File: src/rtl/ilk_pkg.sv
package ilk_pkg;

  // Result latency of a producer, from its class flags.
  function automatic int unsigned result_latency(
    input logic        sat,
    input logic        reg_shift,
    input int unsigned base_lat,
    input int unsigned sat_extra,
    input int unsigned rsh_extra
  );
    int unsigned lat;
    lat = base_lat;
    if (sat)       lat = lat + sat_extra;
    if (reg_shift) lat = lat + rsh_extra;
    return lat;
  endfunction

  // Cycles a consumer needs on one operand, counting the shifter extra.
  function automatic int unsigned operand_need(
    input int unsigned cnt,
    input logic        via_imm_shifter,
    input int unsigned imm_extra
  );
    return via_imm_shifter ? cnt + imm_extra : cnt;
  endfunction

  // A need of n cycles means n-1 stall cycles, floored at zero.
  function automatic int unsigned need_to_stall(input int unsigned need);
    return (need > 0) ? need - 1 : 0;
  endfunction

  function automatic int unsigned max_u(input int unsigned a, input int unsigned b);
    return (a > b) ? a : b;
  endfunction

endpackage

File: src/rtl/ilk_ready_table.sv
module ilk_ready_table #(
  parameter int NUM_REGS = 16,
  parameter int NUM_SRC  = 3,
  parameter int IDX_W    = 4,
  parameter int CNT_W    = 3
) (
  input  logic                             clk,
  input  logic                             rst,
  input  logic                             wr_en,
  input  logic [IDX_W-1:0]                 wr_idx,
  input  logic [CNT_W-1:0]                 wr_val,
  input  logic [NUM_SRC-1:0][IDX_W-1:0]    rd_idx,
  output logic [NUM_SRC-1:0][CNT_W-1:0]    rd_cnt
);

  logic [CNT_W-1:0] cnt_q [NUM_REGS];

  for (genvar r = 0; r < NUM_REGS; r++) begin : g_reg
    logic hit;
    assign hit = wr_en && (wr_idx == IDX_W'(r));

    always_ff @(posedge clk) begin
      if (rst)
        cnt_q[r] <= '0;
      else if (hit)
        cnt_q[r] <= wr_val;
      else if (cnt_q[r] != '0)
        cnt_q[r] <= cnt_q[r] - CNT_W'(1);
    end

    AST_CNT_LOAD: assert property (@(posedge clk) disable iff (rst)
      hit |=> cnt_q[r] == $past(wr_val));
    AST_CNT_DECAY: assert property (@(posedge clk) disable iff (rst)
      (!hit && cnt_q[r] != '0) |=> cnt_q[r] == $past(cnt_q[r]) - CNT_W'(1));
    AST_CNT_HOLD_ZERO: assert property (@(posedge clk) disable iff (rst)
      (!hit && cnt_q[r] == '0) |=> cnt_q[r] == '0);
  end

  // Reads return the value held before any write in this cycle.
  always_comb begin
    for (int s = 0; s < NUM_SRC; s++)
      rd_cnt[s] = cnt_q[rd_idx[s]];
  end

endmodule

File: src/rtl/ilk_penalty_ctr.sv
module ilk_penalty_ctr #(
  parameter int PEN_CYC = 2,
  parameter int PEN_W   = 2
) (
  input  logic             clk,
  input  logic             rst,
  input  logic             issue,
  input  logic             load,
  output logic [PEN_W-1:0] pen_cnt
);

  logic [PEN_W-1:0] pen_q;

  always_ff @(posedge clk) begin
    if (rst)
      pen_q <= '0;
    else if (load)
      pen_q <= PEN_W'(PEN_CYC);
    else if (pen_q != '0)
      pen_q <= pen_q - PEN_W'(1);
  end

  assign pen_cnt = pen_q;

  AST_PEN_LOAD: assert property (@(posedge clk) disable iff (rst)
    load |=> pen_q == PEN_W'(PEN_CYC));
  AST_PEN_BLOCKS: assert property (@(posedge clk) disable iff (rst)
    (pen_q != '0) |-> !issue);
  AST_PEN_LOAD_ON_ISSUE: assert property (@(posedge clk) disable iff (rst)
    load |-> issue);

endmodule

File: src/rtl/ilk_hazard_eval.sv
module ilk_hazard_eval #(
  parameter int NUM_SRC     = 3,
  parameter int CNT_W       = 3,
  parameter int SEL_W       = 2,
  parameter int NEED_W      = 3,
  parameter int PEN_W       = 2,
  parameter int ST_W        = 3,
  parameter int IMMSH_EXTRA = 1
) (
  input  logic                          clk,
  input  logic                          rst,
  input  logic                          in_valid,
  input  logic [NUM_SRC-1:0][CNT_W-1:0] src_cnt,
  input  logic [NUM_SRC-1:0]            src_use,
  input  logic [SEL_W-1:0]              shift_sel,
  input  logic                          imm_shift,
  input  logic [PEN_W-1:0]              pen_cnt,
  output logic [ST_W-1:0]               data_stall,
  output logic [ST_W-1:0]               stall_cnt
);

  logic [NUM_SRC-1:0][ST_W-1:0] per_src_stall;

  for (genvar s = 0; s < NUM_SRC; s++) begin : g_src
    logic             shifted;
    logic [NEED_W-1:0] need;
    assign shifted = imm_shift && (shift_sel == SEL_W'(s));
    assign need = src_use[s]
      ? NEED_W'(ilk_pkg::operand_need(int'(unsigned'(src_cnt[s])), shifted, IMMSH_EXTRA))
      : '0;
    assign per_src_stall[s] = ST_W'(ilk_pkg::need_to_stall(int'(unsigned'(need))));
  end

  always_comb begin
    int unsigned acc;
    acc = 0;
    for (int s = 0; s < NUM_SRC; s++)
      acc = ilk_pkg::max_u(acc, int'(unsigned'(per_src_stall[s])));
    data_stall = ST_W'(acc);
  end

  always_comb begin
    if (in_valid)
      stall_cnt = ST_W'(ilk_pkg::max_u(int'(unsigned'(data_stall)),
                                       int'(unsigned'(pen_cnt))));
    else
      stall_cnt = ST_W'(pen_cnt);
  end

  AST_PEN_DOMINATES: assert property (@(posedge clk) disable iff (rst)
    stall_cnt >= ST_W'(pen_cnt));
  AST_UNUSED_SRC_IGNORED: assert property (@(posedge clk) disable iff (rst)
    (src_use == '0 && pen_cnt == '0) |-> stall_cnt == '0);

endmodule

File: src/rtl/issue_interlock.sv
module issue_interlock #(
  parameter int NUM_REGS    = 16,
  parameter int NUM_SRC     = 3,
  parameter int ALU_LAT     = 1,
  parameter int SAT_EXTRA   = 1,
  parameter int IMMSH_EXTRA = 1,
  parameter int RSH_RESULT  = 2,
  parameter int RSH_ISSUE   = 2,
  localparam int IDX_W   = $clog2(NUM_REGS),
  localparam int SEL_W   = (NUM_SRC > 1) ? $clog2(NUM_SRC) : 1,
  localparam int MAX_LAT = ALU_LAT + SAT_EXTRA + RSH_RESULT,
  localparam int CNT_W   = $clog2(MAX_LAT + 1),
  localparam int NEED_W  = $clog2(MAX_LAT + IMMSH_EXTRA + 1),
  localparam int PEN_W   = $clog2(RSH_ISSUE + 1),
  localparam int ST_W    = (NEED_W > PEN_W) ? NEED_W : PEN_W
) (
  input  logic                     clk,
  input  logic                     rst,
  input  logic                     in_valid,
  output logic                     in_ready,
  input  logic [IDX_W-1:0]         dst_idx,
  input  logic                     dst_en,
  input  logic [NUM_SRC*IDX_W-1:0] src_idx,
  input  logic [NUM_SRC-1:0]       src_use,
  input  logic [SEL_W-1:0]         shift_sel,
  input  logic                     cls_sat,
  input  logic                     cls_imm_shift,
  input  logic                     cls_reg_shift,
  output logic                     issue,
  output logic                     stall,
  output logic [ST_W-1:0]          stall_cycles
);

  logic [NUM_SRC-1:0][IDX_W-1:0] rd_idx;
  logic [NUM_SRC-1:0][CNT_W-1:0] rd_cnt;
  logic [CNT_W-1:0]              new_lat;
  logic                          tbl_wr;
  logic                          pen_load;
  logic [PEN_W-1:0]              pen_cnt;
  logic [ST_W-1:0]               data_stall;
  logic [ST_W-1:0]               stall_cnt;

  assign rd_idx  = src_idx;
  assign new_lat = CNT_W'(ilk_pkg::result_latency(cls_sat, cls_reg_shift,
                                                  ALU_LAT, SAT_EXTRA, RSH_RESULT));

  assign in_ready     = (stall_cnt == '0);
  assign issue        = in_valid && in_ready;
  assign stall        = in_valid && !in_ready;
  assign stall_cycles = stall_cnt;
  assign tbl_wr       = issue && dst_en;
  assign pen_load     = issue && cls_reg_shift;

  ilk_ready_table #(
    .NUM_REGS (NUM_REGS),
    .NUM_SRC  (NUM_SRC),
    .IDX_W    (IDX_W),
    .CNT_W    (CNT_W)
  ) table_i (
    .clk    (clk),
    .rst    (rst),
    .wr_en  (tbl_wr),
    .wr_idx (dst_idx),
    .wr_val (new_lat),
    .rd_idx (rd_idx),
    .rd_cnt (rd_cnt)
  );

  ilk_penalty_ctr #(
    .PEN_CYC (RSH_ISSUE),
    .PEN_W   (PEN_W)
  ) pen_i (
    .clk     (clk),
    .rst     (rst),
    .issue   (issue),
    .load    (pen_load),
    .pen_cnt (pen_cnt)
  );

  ilk_hazard_eval #(
    .NUM_SRC     (NUM_SRC),
    .CNT_W       (CNT_W),
    .SEL_W       (SEL_W),
    .NEED_W      (NEED_W),
    .PEN_W       (PEN_W),
    .ST_W        (ST_W),
    .IMMSH_EXTRA (IMMSH_EXTRA)
  ) haz_i (
    .clk        (clk),
    .rst        (rst),
    .in_valid   (in_valid),
    .src_cnt    (rd_cnt),
    .src_use    (src_use),
    .shift_sel  (shift_sel),
    .imm_shift  (cls_imm_shift),
    .pen_cnt    (pen_cnt),
    .data_stall (data_stall),
    .stall_cnt  (stall_cnt)
  );

  AST_RESET_READY: assert property (@(posedge clk) disable iff (rst)
    $past(rst) |-> in_ready);
  AST_STALL_COUNTDOWN: assert property (@(posedge clk) disable iff (rst)
    (in_valid && $past(in_valid && !in_ready) &&
     $stable({dst_idx, dst_en, src_idx, src_use, shift_sel,
              cls_sat, cls_imm_shift, cls_reg_shift}))
    |-> stall_cycles == $past(stall_cycles) - ST_W'(1));
  AST_HANDSHAKE_EXCLUSIVE: assert property (@(posedge clk) disable iff (rst)
    !(issue && stall));
  AST_DATA_WITHIN_TOTAL: assert property (@(posedge clk) disable iff (rst)
    in_valid |-> stall_cycles >= data_stall);

endmodule

File: config.mk
export PLATFORM = sky130hd
export DESIGN_NAME = issue_interlock
export DESIGN_NICKNAME = d
export VERILOG_FILES = /design/src/rtl/ilk_pkg.sv /design/src/rtl/ilk_ready_table.sv /design/src/rtl/ilk_penalty_ctr.sv /design/src/rtl/ilk_hazard_eval.sv /design/src/rtl/issue_interlock.sv
export SDC_FILE = /design/constraint.sdc
export NUM_CORES = 1
export LEC_CHECK = 0
export BUFFER_PORTS_ARGS = -buffer_cell sky130_fd_sc_hd__buf_2
export CAP_MARGIN = 25
export CORE_MARGIN = 2
export CORE_UTILIZATION = 45
export DETAILED_ROUTE_END_ITERATION = 6
export GPL_ROUTABILITY_DRIVEN = 0
export PLACE_DENSITY_LB_ADDON = 0.12
export SLEW_MARGIN = 20
export SYNTH_ARGS = -nofsm -noshare
export SYNTH_HDL_FRONTEND = slang
export SYNTH_SLANG_ARGS = --single-unit
File: constraint.sdc
create_clock -name clk -period 11.8 [get_ports clk]
set_clock_uncertainty 0.05 [all_clocks]
set_input_delay 1.18 -clock clk [delete_from_list [all_inputs] [get_ports clk]]
set_output_delay 1.18 -clock clk [all_outputs]
set_load 0.005 [all_outputs]
==> Word level (Yosys, flattened, before mapping) <==
Memory sizes are Yosys's and may differ from the RTL's.
Index checks and enable logic that the tools add are counted.
{ "op_classes": {"muxes": 163, "n_lt_le_gt_ge": 6, "addsub": 24, "reduce_logical": 46, "eq_ne": 17, "n_bitwise": 32} }
{ "ops": {"columns": ["op", "count"], "rows": [
  ["$mux 3", 46],
  ["$mux 1", 114],
  ["$sub 3x1->3 const B", 19],
  ["$reduce_bool 3->1", 16],
  ["$eq 4x4->1 const B", 8],
  ["$gt 32x3->1", 1],
  ["$or 1x1->1", 32],
  ["$logic_and 1x1->1", 23],
  ["$eq 4x3->1 const B", 4],
  ["$add 3x1->3 const B", 3],
  ["$gt 3x1->1 const B", 3],
  ["$eq 4x2->1 const B", 2],
  ["$mux 2", 3],
  ["$eq 4x1->1 const B", 1],
  ["$logic_not 4->1", 1],
  ["$reduce_bool 2->1", 2],
  ["$add 2x2->3 const B", 1],
  ["$gt 3x2->1", 1],
  ["$gt 3x3->1", 1],
  ["$logic_not 3->1", 1],
  ["$eq 2x1->1 const B", 1],
  ["$eq 2x2->1 const B", 1],
  ["$logic_not 2->1", 1],
  ["$reduce_or 2->1", 1],
  ["other kinds (2)", 2]
]} }
{ "word_totals": {"regBits": 2, "ram_bits": 48, "mem_count": 1, "elab_cells": 291, "in_bits": 28} }
{ "mem_list": {"columns": ["name", "words", "width", "rd", "rd_clocked_by_memory_dff", "write_ports", "line", "rtl"], "rows": [
  ["table_i.cnt_q", 16, 3, 19, 0, 16, "ilk_ready_table.sv:16", "logic [CNT_W-1:0] cnt_q [NUM_REGS];"]
]} }

==> Logic depth before layout (Yosys ltp) <==
{ "depth": {"word_depth": 22, "depth_mapped": 38} }

==> Hierarchy <==
Synthesis repeated with hierarchy kept, for this count alone.
{ "unflattened": {"hier_cells": 568, "area_unflattened_um2": 5635.4} }
{ "modules_own_cells": {"columns": ["mod", "area_each_um2", "n_inst", "cells_each"], "rows": [
  ["ilk_ready_table", 4570.6, 1, 437],
  ["ilk_hazard_eval", 948.4, 1, 119],
  ["ilk_penalty_ctr", 63.8, 1, 5],
  ["issue_interlock", 52.6, 1, 7]
]} }

==> Least setup slack after synthesis <==
OpenSTA, ideal clock, no wires.
{ "synth_timing": {"path_type": "input to output", "startpoint": "input port src_idx[4]", "endpoint": "output port stall", "arrival_ns": 7.541, "n_path_buf": 3, "path_stages": 31, "path_slack_ns": 3.029, "cell_sequence": "clkbuf_1 -> mux4_2 -> mux4_2 -> ha_1 -> mux2_2 -> nand2_1 -> ha_1 -> ha_1 -> or2_2 -> ha_1 -> nor2b_1 -> o21ai_0 -> a32oi_1 -> o21ai_0 -> ha_1 -> nor2b_1 -> o21ai_0 -> a32oi_1 -> o21ai_0 -> a21oi_1 -> nor2_1 -> ha_1 -> nor2b_1 -> o21ai_0 -> nand2_1 -> nand2_1 -> a211oi_1 -> buf_4 -> buf_2 -> nor2_1 -> a21boi_0"} }
{ "synth_via": {"elab_chain_cells": 16, "elab_cells_between_ends": 17} }
{ "synth_rtl": {"columns": ["item", "line", "rtl"], "rows": [
  ["from (decl)", "issue_interlock.sv:23", "input logic [NUM_SRC*IDX_W-1:0] src_idx,"],
  ["$mem_v2 16x3 *", null, null],
  ["$add 3x1->3", "ilk_pkg.sv:24", "return via_imm_shifter ? cnt + imm_extra : cnt;"],
  ["$mux 3 *", "ilk_pkg.sv:24", null],
  ["$mux 3 *", "ilk_hazard_eval.sv:29", "? NEED_W'(ilk_pkg::operand_need(int'(unsigned'(src_cnt[s])), shifted, IMMSH_EXTRA))"],
  ["$sub 3x1->3 or $gt 3x1->1 (tied branches)", "ilk_pkg.sv:29", "return (need > 0) ? need - 1 : 0;"],
  ["$mux 3 *", "ilk_pkg.sv:29", null],
  ["$gt 3x3->1", "ilk_pkg.sv:33", "return (a > b) ? a : b;"],
  ["$mux 3 *", "ilk_pkg.sv:33", null],
  ["$gt 32x3->1", "ilk_pkg.sv:33", null],
  ["$mux 3 *", "ilk_pkg.sv:33", null],
  ["$gt 3x2->1", "ilk_pkg.sv:33", null],
  ["$mux 3 *", "ilk_pkg.sv:33", null],
  ["$mux 3 *", "ilk_hazard_eval.sv:43", "if (in_valid)"],
  ["$logic_not 3->1 *", "issue_interlock.sv:47", "assign in_ready = (stall_cnt == '0);"],
  ["$logic_not 1->1 *", "issue_interlock.sv:49", "assign stall = in_valid && !in_ready;"],
  ["$logic_and 1x1->1 *", "issue_interlock.sv:49", null],
  ["to (decl)", "issue_interlock.sv:30", "output logic stall,"]
]} }
Every way passes the cells marked *; elsewhere a longest branch is shown, timed or not.

==> Final worst setup path <==
{ "layout_timing": {"startpoint": "input port src_idx[0]", "endpoint": "output port stall"} }
Same word-level chain as after synthesis.

==> summary.txt <==
Outcome
  – Outcome: finished, final reports clean

GRT
  – Initial antenna violation count: 0
  – Largest net degree at the start of global routing: 74
  – Grt total ovfl: 0
  – First-pass GRT wire length: 23.45 mm
  – Overall routing resource usage: 0.2372
  – Vias in the first global route: 4134

Worst setup path
  – Worst Setup End Kind: output pin
  – Arr. time, crit path: 8530 ps
  – Slowest Stage Delay on Critical Path: 840 ps
  – Worst path slowest cell: o31ai_4
  – Critical Path RT: 10570 ps
  – Setup CP Type: in2out
  – Crit path max fanout: 21
  – Startpoint types: primary input

Clock tree
  – Setup bufs post-CTS: 0
  – CTS root buffer: clkbuf_16
  – Worst skew pair latency: 310 ps
  – CTS H-tree lvls: 2
  – CTS tree: built
  – Resized cells post-CTS: 0
  – Worst-case clock buffer depth: 2
  – Worst-path clk slew: 80 ps
  – Cts bufs inserted: 5
  – Hold buffers post-CTS: 0
  – Clk sinks: 50

Logic synthesis
  – Warnings from Yosys: 0
  – Mean area per synthesized cell: 10.43 um2
  – Yosys reg bits: 50
  – EDFF count, synth: 48
  – Async SR Flop Fraction: 0
  – Net Count, Synth: 609
  – Mapped Area: 0.005509 mm2
  – Distinct cells, synth: 52
  – Share of the yosys chip area belonging to registers: 0.2689
  – Post-Synthesis Cells: 528
  – Post-synth top flop: edfxtp_1

Flow run
  – Maximum capacitance violations: 0

Routing
  – Vias per cell: 6.310
  – DRT iter0 DRCs: 374
  – WL/cell: 21.63 um
  – Antenna viol nets, final: 0
  – Detailed Routing Iterations Pass 1: 5
  – Drt drc: 0
  – DRT Wirelength: 14.92 mm
  – Vias: 4354

Min path
  – HP Class: reg2reg

Timing
  – Slew headroom: 0.3348
  – Post-layout min period: 9760 ps
  – Final setup fails: 0
  – Final Hold Vio Count: 0
  – Fmax: 102.5 MHz
  – Final period utilization: 0.8271
  – Slew at the pin closest to its max-slew limit: 997.7 ps
  – Max Slew Vio Count: 0
  – RSZ-0062 raised after global routing: no
  – Setup TNS: 0 ps

Placement
  – Dpl hpwl: 11.76 mm
  – Placed Cells incl. Taps: 682
  – Port Buffer Count: 33
  – Area after DPL: 0.005754 mm2

Cells and area
  – Final core utilization: 0.4936
  – Highest-count cells in the layout ignoring fill and taps: ha_1, edfxtp_1, inv_1, mux2i_1
  – Share of layout cells above drive strength 1: 0.2099
  – Fin area: 0.005904 mm2
  – Final non-filler cell total: 690
  – Nets: 623
  – Diodes inserted: 0
  – Most common cell after layout, fill and taps aside: ha_1
  – Area growth from synthesis to layout: 7.177%

Pwr
  – Power Dens Cells: 292.6 mW/mm2
  – Max VDD drop: 183.9 uV
  – Total power: 0.001728 W
  – Leakage: 2.374 nW

Floorplanning
  – Die height: 114.6 um
  – Row count: 40
  – Starting density of the core: 0.4606
  – IO Pins: 34
  – Die width: 114.6 um
  – Die area: 0.01314 mm2
  – Core area: 0.01196 mm2
[path summary, 6_finish.rpt]
path              slack, ps                   end  cells after the start                 start
setup / recovery       2040                 stall                     32            src_idx[0]
setup reg to reg       3590  table_i.cnt_q[15][1]                     30  table_i.cnt_q[15][1]
hold reg to reg         490      pen_i.pen_cnt[1]                      2      pen_i.pen_cnt[1]
hold / removal          490      pen_i.pen_cnt[1]                      2      pen_i.pen_cnt[1]
[sequential cells by signal (all words and copies together), names as in the netlist]
signal and count:
table_i.cnt_q 48, pen_i.pen_cnt 2
[critical path: cells and delay by family]
family	cells	cell delay (ps)
adder cells (fa/ha/maj)	5	1420
AND/OR/NAND/NOR	8	930
AO/OA/AOI/OAI	12	3080
multiplexers	4	1450
buffers and inverters	3	460
[area by class of cell]
| cell class | instances | area (um2) |
|---|---|---|
| repair buffers | 35 | 180.2 |
| clock inverters | 3 | 25.02 |
| multi-input cells | 405 | 3740 |
| flip-flops and latches | 50 | 1481 |
| well taps | 147 | 183.9 |
| fillers | 1105 | 6057 |
| clock buffers | 5 | 125.1 |
| inverters | 45 | 168.9 |
[routing by layer]
layer | vias to the layer above | GRT usage | part of all wire
li1 | 2038 | - | -
met1 | 2152 | 0.3346 | 0.45
met2 | 148 | 0.3744 | 0.47
met3 | 16 | 0.04182 | 0.068
met4 | 0 | 0.06992 | 0.018
met5 | - | 0 | 0
[cells by family (layout without fill, tap and decap cells)]
family / after synthesis / in the layout / share of synthesized area
and+or+nand+nor: 192 / 192 / 0.2065
muxes: 91 / 91 / 0.2555
buffers and inverters: 73 / 88 / 0.05564
AOI/OAI and AO/OA: 63 / 63 / 0.08222
adders and majority gates: 53 / 53 / 0.1204
DFF: 50 / 50 / 0.2689
xor gates and xnor gates: 6 / 6 / 0.01090
[through the flow]
step                setup WS, ps  hold slack, ps
floorplan                   3029           428.9
global placement            2319           474.8
detailed placement          2060           474.1
CTS                         2034           487.7
global route                1250           528.1
finish                      2040           491.6
[power breakdown]
group / switching [W] / internal, W
combinational: 0.000646 / 0.000497
clock: 0.0000740 / 0.0000800
sequential: 0.000124 / 0.000308
total: 0.000843 / 0.000884
[Yosys cell counts, types with 4 or more instances]
cell / instances / area share
buf_2: 11 / 0.010
buf_4: 5 / 0.0068
clkbuf_1: 9 / 0.0061
edfxtp_1: 48 / 0.26
ha_1: 53 / 0.12
inv_1: 45 / 0.031
mux2_2: 5 / 0.010
mux2i_1: 45 / 0.082
mux4_2: 38 / 0.16
nand2_1: 38 / 0.026
nand3_1: 8 / 0.0073
nand3b_1: 6 / 0.0082
nor2_1: 30 / 0.020
nor2b_1: 25 / 0.028
nor3_1: 5 / 0.0045
nor4_1: 5 / 0.0057
nor4_2: 7 / 0.016
o21ai_0: 8 / 0.0073
o22ai_1: 24 / 0.027
o32ai_1: 13 / 0.021
or2_2: 5 / 0.0057
or3_1: 33 / 0.037
or3b_1: 6 / 0.0095
or3b_2: 7 / 0.011
xnor2_1: 4 / 0.0064
No activity file was read; power rests on OpenSTA's default activity.
